===== src/rtl/mpx_tx_pkg.sv =====
package mpx_tx_pkg;

  typedef enum logic [1:0] {
    SEQ_IDLE  = 2'd0,
    SEQ_ARMED = 2'd1,
    SEQ_SEND  = 2'd2
  } seq_state_e;

  function automatic int unsigned frame_bits_max(int unsigned data_w, int unsigned max_stop);
    return data_w + 2 + max_stop;
  endfunction

endpackage


===== src/rtl/mpx_tx_rst_sync.sv =====
module mpx_tx_rst_sync #(
  parameter int unsigned STAGES = 2
) (
  input  logic clk,
  input  logic rst_ni,
  output logic rst_no
);

  logic [STAGES-1:0] sync_q;
  logic [STAGES-1:0] sync_d;

  always_comb begin
    sync_d = {sync_q[STAGES-2:0], 1'b1};
  end

  always_ff @(posedge clk or negedge rst_ni) begin
    if (!rst_ni) begin
      sync_q <= '0;
    end else begin
      sync_q <= sync_d;
    end
  end

  assign rst_no = sync_q[STAGES-1];

endmodule


===== src/rtl/mpx_tx_framer.sv =====
module mpx_tx_framer #(
  parameter int unsigned DATA_W   = 8,
  parameter int unsigned MAX_STOP = 2,
  parameter int unsigned FRAME_W  = DATA_W + 2 + MAX_STOP,
  parameter int unsigned CNT_W    = $clog2(FRAME_W + 1)
) (
  input  logic [DATA_W-1:0]  data_i,
  input  logic               mp_i,
  input  logic               short_i,
  input  logic               two_stop_i,
  output logic [FRAME_W-1:0] frame_o,
  output logic [CNT_W-1:0]   nbits_o
);

  localparam int unsigned LONG_LEN  = DATA_W;
  localparam int unsigned SHORT_LEN = DATA_W - 1;

  logic [CNT_W-1:0] len;
  logic [CNT_W-1:0] mp_pos;

  assign len    = short_i ? CNT_W'(SHORT_LEN) : CNT_W'(LONG_LEN);
  assign mp_pos = len + CNT_W'(1);

  // Position 0 is the start bit; data, flag bit and stop fill follow.
  assign frame_o[0] = 1'b0;

  for (genvar k = 1; k < FRAME_W; k++) begin : g_bit
    if (k <= DATA_W) begin : g_data
      assign frame_o[k] = (CNT_W'(k) <= len)    ? data_i[k-1] :
                          (CNT_W'(k) == mp_pos) ? mp_i        : 1'b1;
    end else begin : g_tail
      assign frame_o[k] = (CNT_W'(k) == mp_pos) ? mp_i : 1'b1;
    end
  end

  assign nbits_o = len + CNT_W'(2) + (two_stop_i ? CNT_W'(MAX_STOP) : CNT_W'(1));

endmodule


===== src/rtl/mpx_tx_shifter.sv =====
module mpx_tx_shifter #(
  parameter int unsigned FRAME_W = 12
) (
  input  logic               clk,
  input  logic               rst_n,
  input  logic               load_i,
  input  logic               shift_i,
  input  logic [FRAME_W-1:0] frame_i,
  output logic               line_o
);

  logic [FRAME_W-1:0] frame_q;
  logic [FRAME_W-1:0] frame_d;
  logic               line_q;
  logic               line_d;
  logic               upd_en;

  always_comb begin
    frame_d = frame_q;
    line_d  = line_q;
    if (shift_i) begin
      line_d  = frame_q[0];
      frame_d = {1'b1, frame_q[FRAME_W-1:1]};
    end
    if (load_i) begin
      frame_d = frame_i;
    end
  end

  assign upd_en = load_i | shift_i;

  always_ff @(posedge clk or negedge rst_n) begin
    if (!rst_n) begin
      frame_q <= '1;
      line_q  <= 1'b1;
    end else if (upd_en) begin
      frame_q <= frame_d;
      line_q  <= line_d;
    end
  end

  assign line_o = line_q;

endmodule


===== src/rtl/mpx_tx_seq.sv =====
module mpx_tx_seq
  import mpx_tx_pkg::*;
#(
  parameter int unsigned CNT_W = 4
) (
  input  logic             clk,
  input  logic             rst_n,
  input  logic             tick_i,
  input  logic             empty_i,
  input  logic [CNT_W-1:0] nbits_i,
  output logic             load_o,
  output logic             shift_o,
  output logic             tend_set_o,
  output seq_state_e       state_o
);

  seq_state_e       state_q, state_d;
  logic [CNT_W-1:0] cnt_q, cnt_d;

  always_comb begin
    state_d    = state_q;
    cnt_d      = cnt_q;
    load_o     = 1'b0;
    shift_o    = 1'b0;
    tend_set_o = 1'b0;
    unique case (state_q)
      SEQ_IDLE: begin
        if (!empty_i) begin
          load_o  = 1'b1;
          cnt_d   = nbits_i;
          state_d = SEQ_ARMED;
        end
      end
      SEQ_ARMED: begin
        // Line keeps its level (marking or final stop) until the tick.
        if (tick_i) begin
          shift_o = 1'b1;
          cnt_d   = cnt_q - CNT_W'(1);
          state_d = SEQ_SEND;
        end
      end
      SEQ_SEND: begin
        if (tick_i) begin
          shift_o = 1'b1;
          if (cnt_q == '0) begin
            state_d = SEQ_IDLE;
          end else if (cnt_q == CNT_W'(1)) begin
            // This tick starts the last stop bit: chain or finish.
            if (!empty_i) begin
              load_o  = 1'b1;
              cnt_d   = nbits_i;
              state_d = SEQ_ARMED;
            end else begin
              tend_set_o = 1'b1;
              cnt_d      = '0;
            end
          end else begin
            cnt_d = cnt_q - CNT_W'(1);
          end
        end
      end
      default: begin
        state_d = SEQ_IDLE;
      end
    endcase
  end

  always_ff @(posedge clk or negedge rst_n) begin
    if (!rst_n) begin
      state_q <= SEQ_IDLE;
      cnt_q   <= '0;
    end else begin
      state_q <= state_d;
      cnt_q   <= cnt_d;
    end
  end

  assign state_o = state_q;

endmodule


===== src/rtl/mpx_tx_flags.sv =====
module mpx_tx_flags (
  input  logic clk,
  input  logic rst_n,
  input  logic load_i,
  input  logic clr_i,
  input  logic tend_set_i,
  input  logic txde_ie_i,
  input  logic tend_ie_i,
  output logic empty_o,
  output logic tend_o,
  output logic txde_irq_o,
  output logic tend_irq_o
);

  logic empty_q, empty_d;
  logic tend_q, tend_d;

  always_comb begin
    empty_d = empty_q;
    if (load_i) begin
      empty_d = 1'b1;
    end else if (clr_i) begin
      empty_d = 1'b0;
    end
  end

  always_comb begin
    tend_d = tend_q;
    if (clr_i) begin
      tend_d = 1'b0;
    end else if (tend_set_i) begin
      tend_d = 1'b1;
    end
  end

  always_ff @(posedge clk or negedge rst_n) begin
    if (!rst_n) begin
      empty_q <= 1'b1;
      tend_q  <= 1'b1;
    end else begin
      empty_q <= empty_d;
      tend_q  <= tend_d;
    end
  end

  assign empty_o    = empty_q;
  assign tend_o     = tend_q;
  assign txde_irq_o = empty_q & txde_ie_i;
  assign tend_irq_o = tend_q & tend_ie_i;

endmodule


===== src/rtl/mpx_serial_tx.sv =====
module mpx_serial_tx
  import mpx_tx_pkg::*;
#(
  parameter int unsigned DATA_W   = 8,
  parameter int unsigned MAX_STOP = 2
) (
  input  logic              clk,
  input  logic              rst_n,
  input  logic              baud_tick,
  input  logic              hold_we,
  input  logic [DATA_W-1:0] hold_wdata,
  input  logic              empty_clr,
  input  logic              mp_bit,
  input  logic              short_len,
  input  logic              two_stop,
  input  logic              txde_ie,
  input  logic              tend_ie,
  output logic              tx_line,
  output logic              data_empty,
  output logic              tx_end,
  output logic              txde_irq,
  output logic              tend_irq
);

  localparam int unsigned FRAME_W = frame_bits_max(DATA_W, MAX_STOP);
  localparam int unsigned CNT_W   = $clog2(FRAME_W + 1);

  logic               rst_sync_n;
  logic [DATA_W-1:0]  hold_q;
  logic [FRAME_W-1:0] frame_w;
  logic [CNT_W-1:0]   nbits_w;
  logic               seq_load;
  logic               seq_shift;
  logic               seq_tend_set;
  seq_state_e         seq_state;

  mpx_tx_rst_sync #(.STAGES(2)) u_rst_sync (
    .clk    (clk),
    .rst_ni (rst_n),
    .rst_no (rst_sync_n)
  );

  always_ff @(posedge clk or negedge rst_sync_n) begin
    if (!rst_sync_n) begin
      hold_q <= '0;
    end else if (hold_we) begin
      hold_q <= hold_wdata;
    end
  end

  mpx_tx_framer #(
    .DATA_W   (DATA_W),
    .MAX_STOP (MAX_STOP),
    .FRAME_W  (FRAME_W),
    .CNT_W    (CNT_W)
  ) u_framer (
    .data_i     (hold_q),
    .mp_i       (mp_bit),
    .short_i    (short_len),
    .two_stop_i (two_stop),
    .frame_o    (frame_w),
    .nbits_o    (nbits_w)
  );

  mpx_tx_seq #(.CNT_W(CNT_W)) u_seq (
    .clk        (clk),
    .rst_n      (rst_sync_n),
    .tick_i     (baud_tick),
    .empty_i    (data_empty),
    .nbits_i    (nbits_w),
    .load_o     (seq_load),
    .shift_o    (seq_shift),
    .tend_set_o (seq_tend_set),
    .state_o    (seq_state)
  );

  mpx_tx_shifter #(.FRAME_W(FRAME_W)) u_shifter (
    .clk     (clk),
    .rst_n   (rst_sync_n),
    .load_i  (seq_load),
    .shift_i (seq_shift),
    .frame_i (frame_w),
    .line_o  (tx_line)
  );

  mpx_tx_flags u_flags (
    .clk        (clk),
    .rst_n      (rst_sync_n),
    .load_i     (seq_load),
    .clr_i      (empty_clr),
    .tend_set_i (seq_tend_set),
    .txde_ie_i  (txde_ie),
    .tend_ie_i  (tend_ie),
    .empty_o    (data_empty),
    .tend_o     (tx_end),
    .txde_irq_o (txde_irq),
    .tend_irq_o (tend_irq)
  );

endmodule


===== config.mk =====
export PLATFORM = sky130hd
export DESIGN_NAME = mpx_serial_tx
export DESIGN_NICKNAME = d
export VERILOG_FILES = /design/src/rtl/mpx_tx_pkg.sv /design/src/rtl/mpx_tx_rst_sync.sv /design/src/rtl/mpx_tx_framer.sv /design/src/rtl/mpx_tx_shifter.sv /design/src/rtl/mpx_tx_seq.sv /design/src/rtl/mpx_tx_flags.sv /design/src/rtl/mpx_serial_tx.sv
export SDC_FILE = /design/constraint.sdc
export NUM_CORES = 1
export LEC_CHECK = 0
export BUFFER_PORTS_ARGS = -buffer_cell sky130_fd_sc_hd__buf_2
export CORE_ASPECT_RATIO = 0.5
export CORE_MARGIN = 4
export CORE_UTILIZATION = 51
export CTS_CLUSTER_SIZE = 28
export DETAILED_ROUTE_END_ITERATION = 7
export GPL_TIMING_DRIVEN = 1
export HOLD_SLACK_MARGIN = 0.15
export PLACE_DENSITY = 0.82
export REMOVE_ABC_BUFFERS = 1
export SYNTH_ARGS = -nofsm -noshare
export SYNTH_HDL_FRONTEND = slang
export SYNTH_SLANG_ARGS = --single-unit

===== constraint.sdc =====
create_clock -name clk -period 0.9 [get_ports clk]
set_input_delay 0.09 -clock clk [delete_from_list [all_inputs] [get_ports clk]]
set_output_delay 0.09 -clock clk [all_outputs]
set_load 0.03 [all_outputs]

==> flow_metrics.tcl <==
set metrics [dict create \
    synth.area.mux_share 0.2102 \
    cp.arrival_ns 1.86 \
    port_buffers 22 \
    powerDensity_nw_per_um2 3625 \
    antenna_found_initial 0 \
    dr.pass1.iters 4 \
    fin_crit_sh 1.870 \
    setup_viol 24 \
    hold_path_class "flip-flop to asynchronous set/reset pin" \
    num_vias 1541 \
    start_util 0.5390 \
    clk_latency_ns 0.29 \
    ys_warn_count 0 \
    rsz0062_at_grt "yes" \
    nNetsFinal 253 \
    wl_per_cell_um 21.40 \
    grt_pass1_vias 1626 \
    tns_ns -15.16 \
    dpl_cell_area_sq_um 2034 \
    power.leakage_nw 1.219 \
    dp_cells 226 \
    synthArstFlopShare 1.000 \
    cts_tree "done" \
    grt_max_degree 28 \
    grt_pass1_wl_um 8176 \
    viasPerCell 5.793 \
    synth_edf_count 0 \
    overflow 0 \
    seq_area_frac_synth 0.4516 \
    synth_fa_ha_area_frac 0.07616 \
    final_layout_size_suffix_gt1_frac 0.6681 \
    synth.distinct_cells 40 \
    dieHeight_um 48.13 \
    synth-seq-cells 29 \
    clkTransAtPathRegs_ns 0.07 \
    ioPinCount 23 \
    synth_simple_gate_area_frac 0.08835 \
    fp.coreArea_sq_um 3048 \
    finalCriticalPeriod_ns 1.683 \
    drc 0 \
    cts_buffers 5 \
    clockBufferDepth 2 \
    cp-end-kind "flip-flop" \
    grtUsageTotal 0.2743 \
    syn_inst 136 \
    ctsRootBufferMaster "clkbuf_8" \
    h-tree-depth 2 \
    synth_top_family_by_area "multiplexers" \
    crit_required_ns 1.08 \
    hold_violations 0 \
    design_area_sq_um 2653 \
    cp_max_fo 3 \
    slew_violations 0 \
    synth_ff_type "dfrtp_1" \
    path_class "flip-flop to flip-flop" \
    routabilityCongestion 0.8805 \
    regToRegSetupSlack_ns -0.78 \
    final_cells 266 \
    setup_slack_ns -0.7833 \
    skew_ns 0.006850 \
    synth-compound-area-share 0.1379 \
    cts_sinks 29 \
    wirelength_um 5692 \
    synth-xor-area-share 0 \
    maxCapViolCount 0 \
    syn2layout_area_growth_pct 61.46 \
    status "finished, violations left" \
    violations "negative setup slack" \
    startpoint_type "flip-flop" \
    netlist_area_sq_um 1643 \
    dieArea_sq_um 4248 \
    syn_avg_cell_area_sq_um 12.08 \
    n_antenna_cell 0 \
    die_w_um 88.27 \
    drtIter0Drc 99 \
    max_freq_mhz 594.1 \
    vdd_drop_max_v 0.002508 \
    dp_hpwl_um 2557 \
    rows 14 \
    antenna_left 0 \
]
==> layer usage <==
layer  vias to the layer above  GRT usage  part of all wire
li1                        664          -                 -
met1                       761     0.2905              0.39
met2                        88     0.5082              0.49
met3                        28    0.08094             0.071
met4                         0     0.1717             0.047
met5                         -          0                 0
==> cells by family after synthesis <==
kind of cell	Yosys count
buf+inv	14
other cells	1
compound gates	30
mux	29
flops	29
simple gates	23
fa+ha+maj	10
==> cells in the final DEF (no fill, tap or decap), drive strengths merged, types with 2 or more instances in the layout <==
cell         instances
buf                 73
mux2                23
dfrtp               16
dfstp               13
dlygate4sd3         12
inv                 11
ha                  10
a21oi                7
nand2                7
mux2i                6
clkbuf               6
nor2                 6
o21ai                5
a22o                 3
and2                 2
nand3                2
o22a                 2
o21bai               2
nor2b                2
==> cell usage after synthesis (2+ instances only) <==
master,number,area [sq um]
o21bai_1,2,15.01
o22a_1,2,17.52
nand3_1,2,10.01
dfstp_2,13,341.6
ha_1,10,125.1
nand2_1,6,22.52
a21oi_1,7,35.03
mux2i_1,6,60.06
nor2_1,4,15.01
mux2_4,7,105.1
inv_1,11,41.29
o21ai_1,2,10.01
a22o_1,3,26.28
buf_2,2,10.01
mux2_2,16,180.2
dfrtp_1,16,400.4
and2_1,2,12.51
o21ai_0,3,15.01
==> sequential cells by signal, indices dropped and copies added (netlist names) <==
register and count:
u_shifter.frame_q 10, hold_q 8, u_seq.cnt_q 4, u_rst_sync.sync_q 2, u_seq.state_o 2, u_flags.empty_o 1
u_flags.tend_o 1, u_shifter.line_o 1
==> stage by stage <==
| stage | utilization | power, mW | worst slack, ns | hold WS, ns |
|---|---|---|---|---|
| 4_1_cts | 0.8169 | 8.490 | -0.7633 | 0.2164 |
| 3_5_place_dp | 0.6675 | 6.062 | -0.8336 | -0.1237 |
| 5_1_grt | 0.8703 | 9.950 | -0.8335 | 0.2219 |
| 3_3_place_gp | 0.6675 | 5.882 | -0.7587 | -0.1246 |
| 2_1_floorplan | - | 4.720 | -0.7626 | -0.2056 |
| 6_report | 0.8703 | 9.615 | -0.7833 | 0.2159 |
==> where the power goes <==
group          switching (mW)  internal [mW]  total, mW  leakage, nW
Combinational            2.73           3.14       5.87        0.835
Sequential              0.350           1.94       2.29        0.326
Clock                   0.559          0.900       1.46       0.0574
==> repair_timing <==
action	CTS	global route
resized for setup	37	19
buffers inserted	9	11
setup endpoints to repair	24	24
pin swaps	13	14
endpoints found under the hold margin	13	0
hold buffers	12	0
==> critical path, cell delays in order (launching register included) <==
cell and delay, ns:
dfrtp_2 0.44, inv_2 0.09, ha_4 0.17, nor2b_4 0.05, buf_4 0.13, buf_6 0.11, buf_6 0.10, o21ai_0 0.20
a21oi_1 0.10, a21o_1 0.16
==> final cells by class <==
type                    count  area [sq um]
inverters                  11         41.29
clock buffers               6         82.58
repair buffers             85         699.4
flip-flops and latches     29         744.5
well taps                  40         50.05
multi-input cells          93         997.2
clock inverters             2         37.54
fillers                   126         395.4
==> final timing paths <==
| kind | cells past startpoint | endpoint | start |
|---|---|---|---|
| min | 1 | u_seq.cnt_q[1] | u_rst_sync.sync_q[1] |
| min in group clk | 2 | hold_q[0] | hold_we |
| min reg2reg | 1 | u_seq.cnt_q[1] | u_rst_sync.sync_q[1] |
| max in group asynchronous | 3 | u_rst_sync.sync_q[1] | rst_n |
| max reg2reg | 9 | u_seq.state_o[1] | u_seq.cnt_q[0] |
| max | 9 | u_seq.state_o[1] | u_seq.cnt_q[0] |
Note: power is estimated with default switching activity, not from simulation.
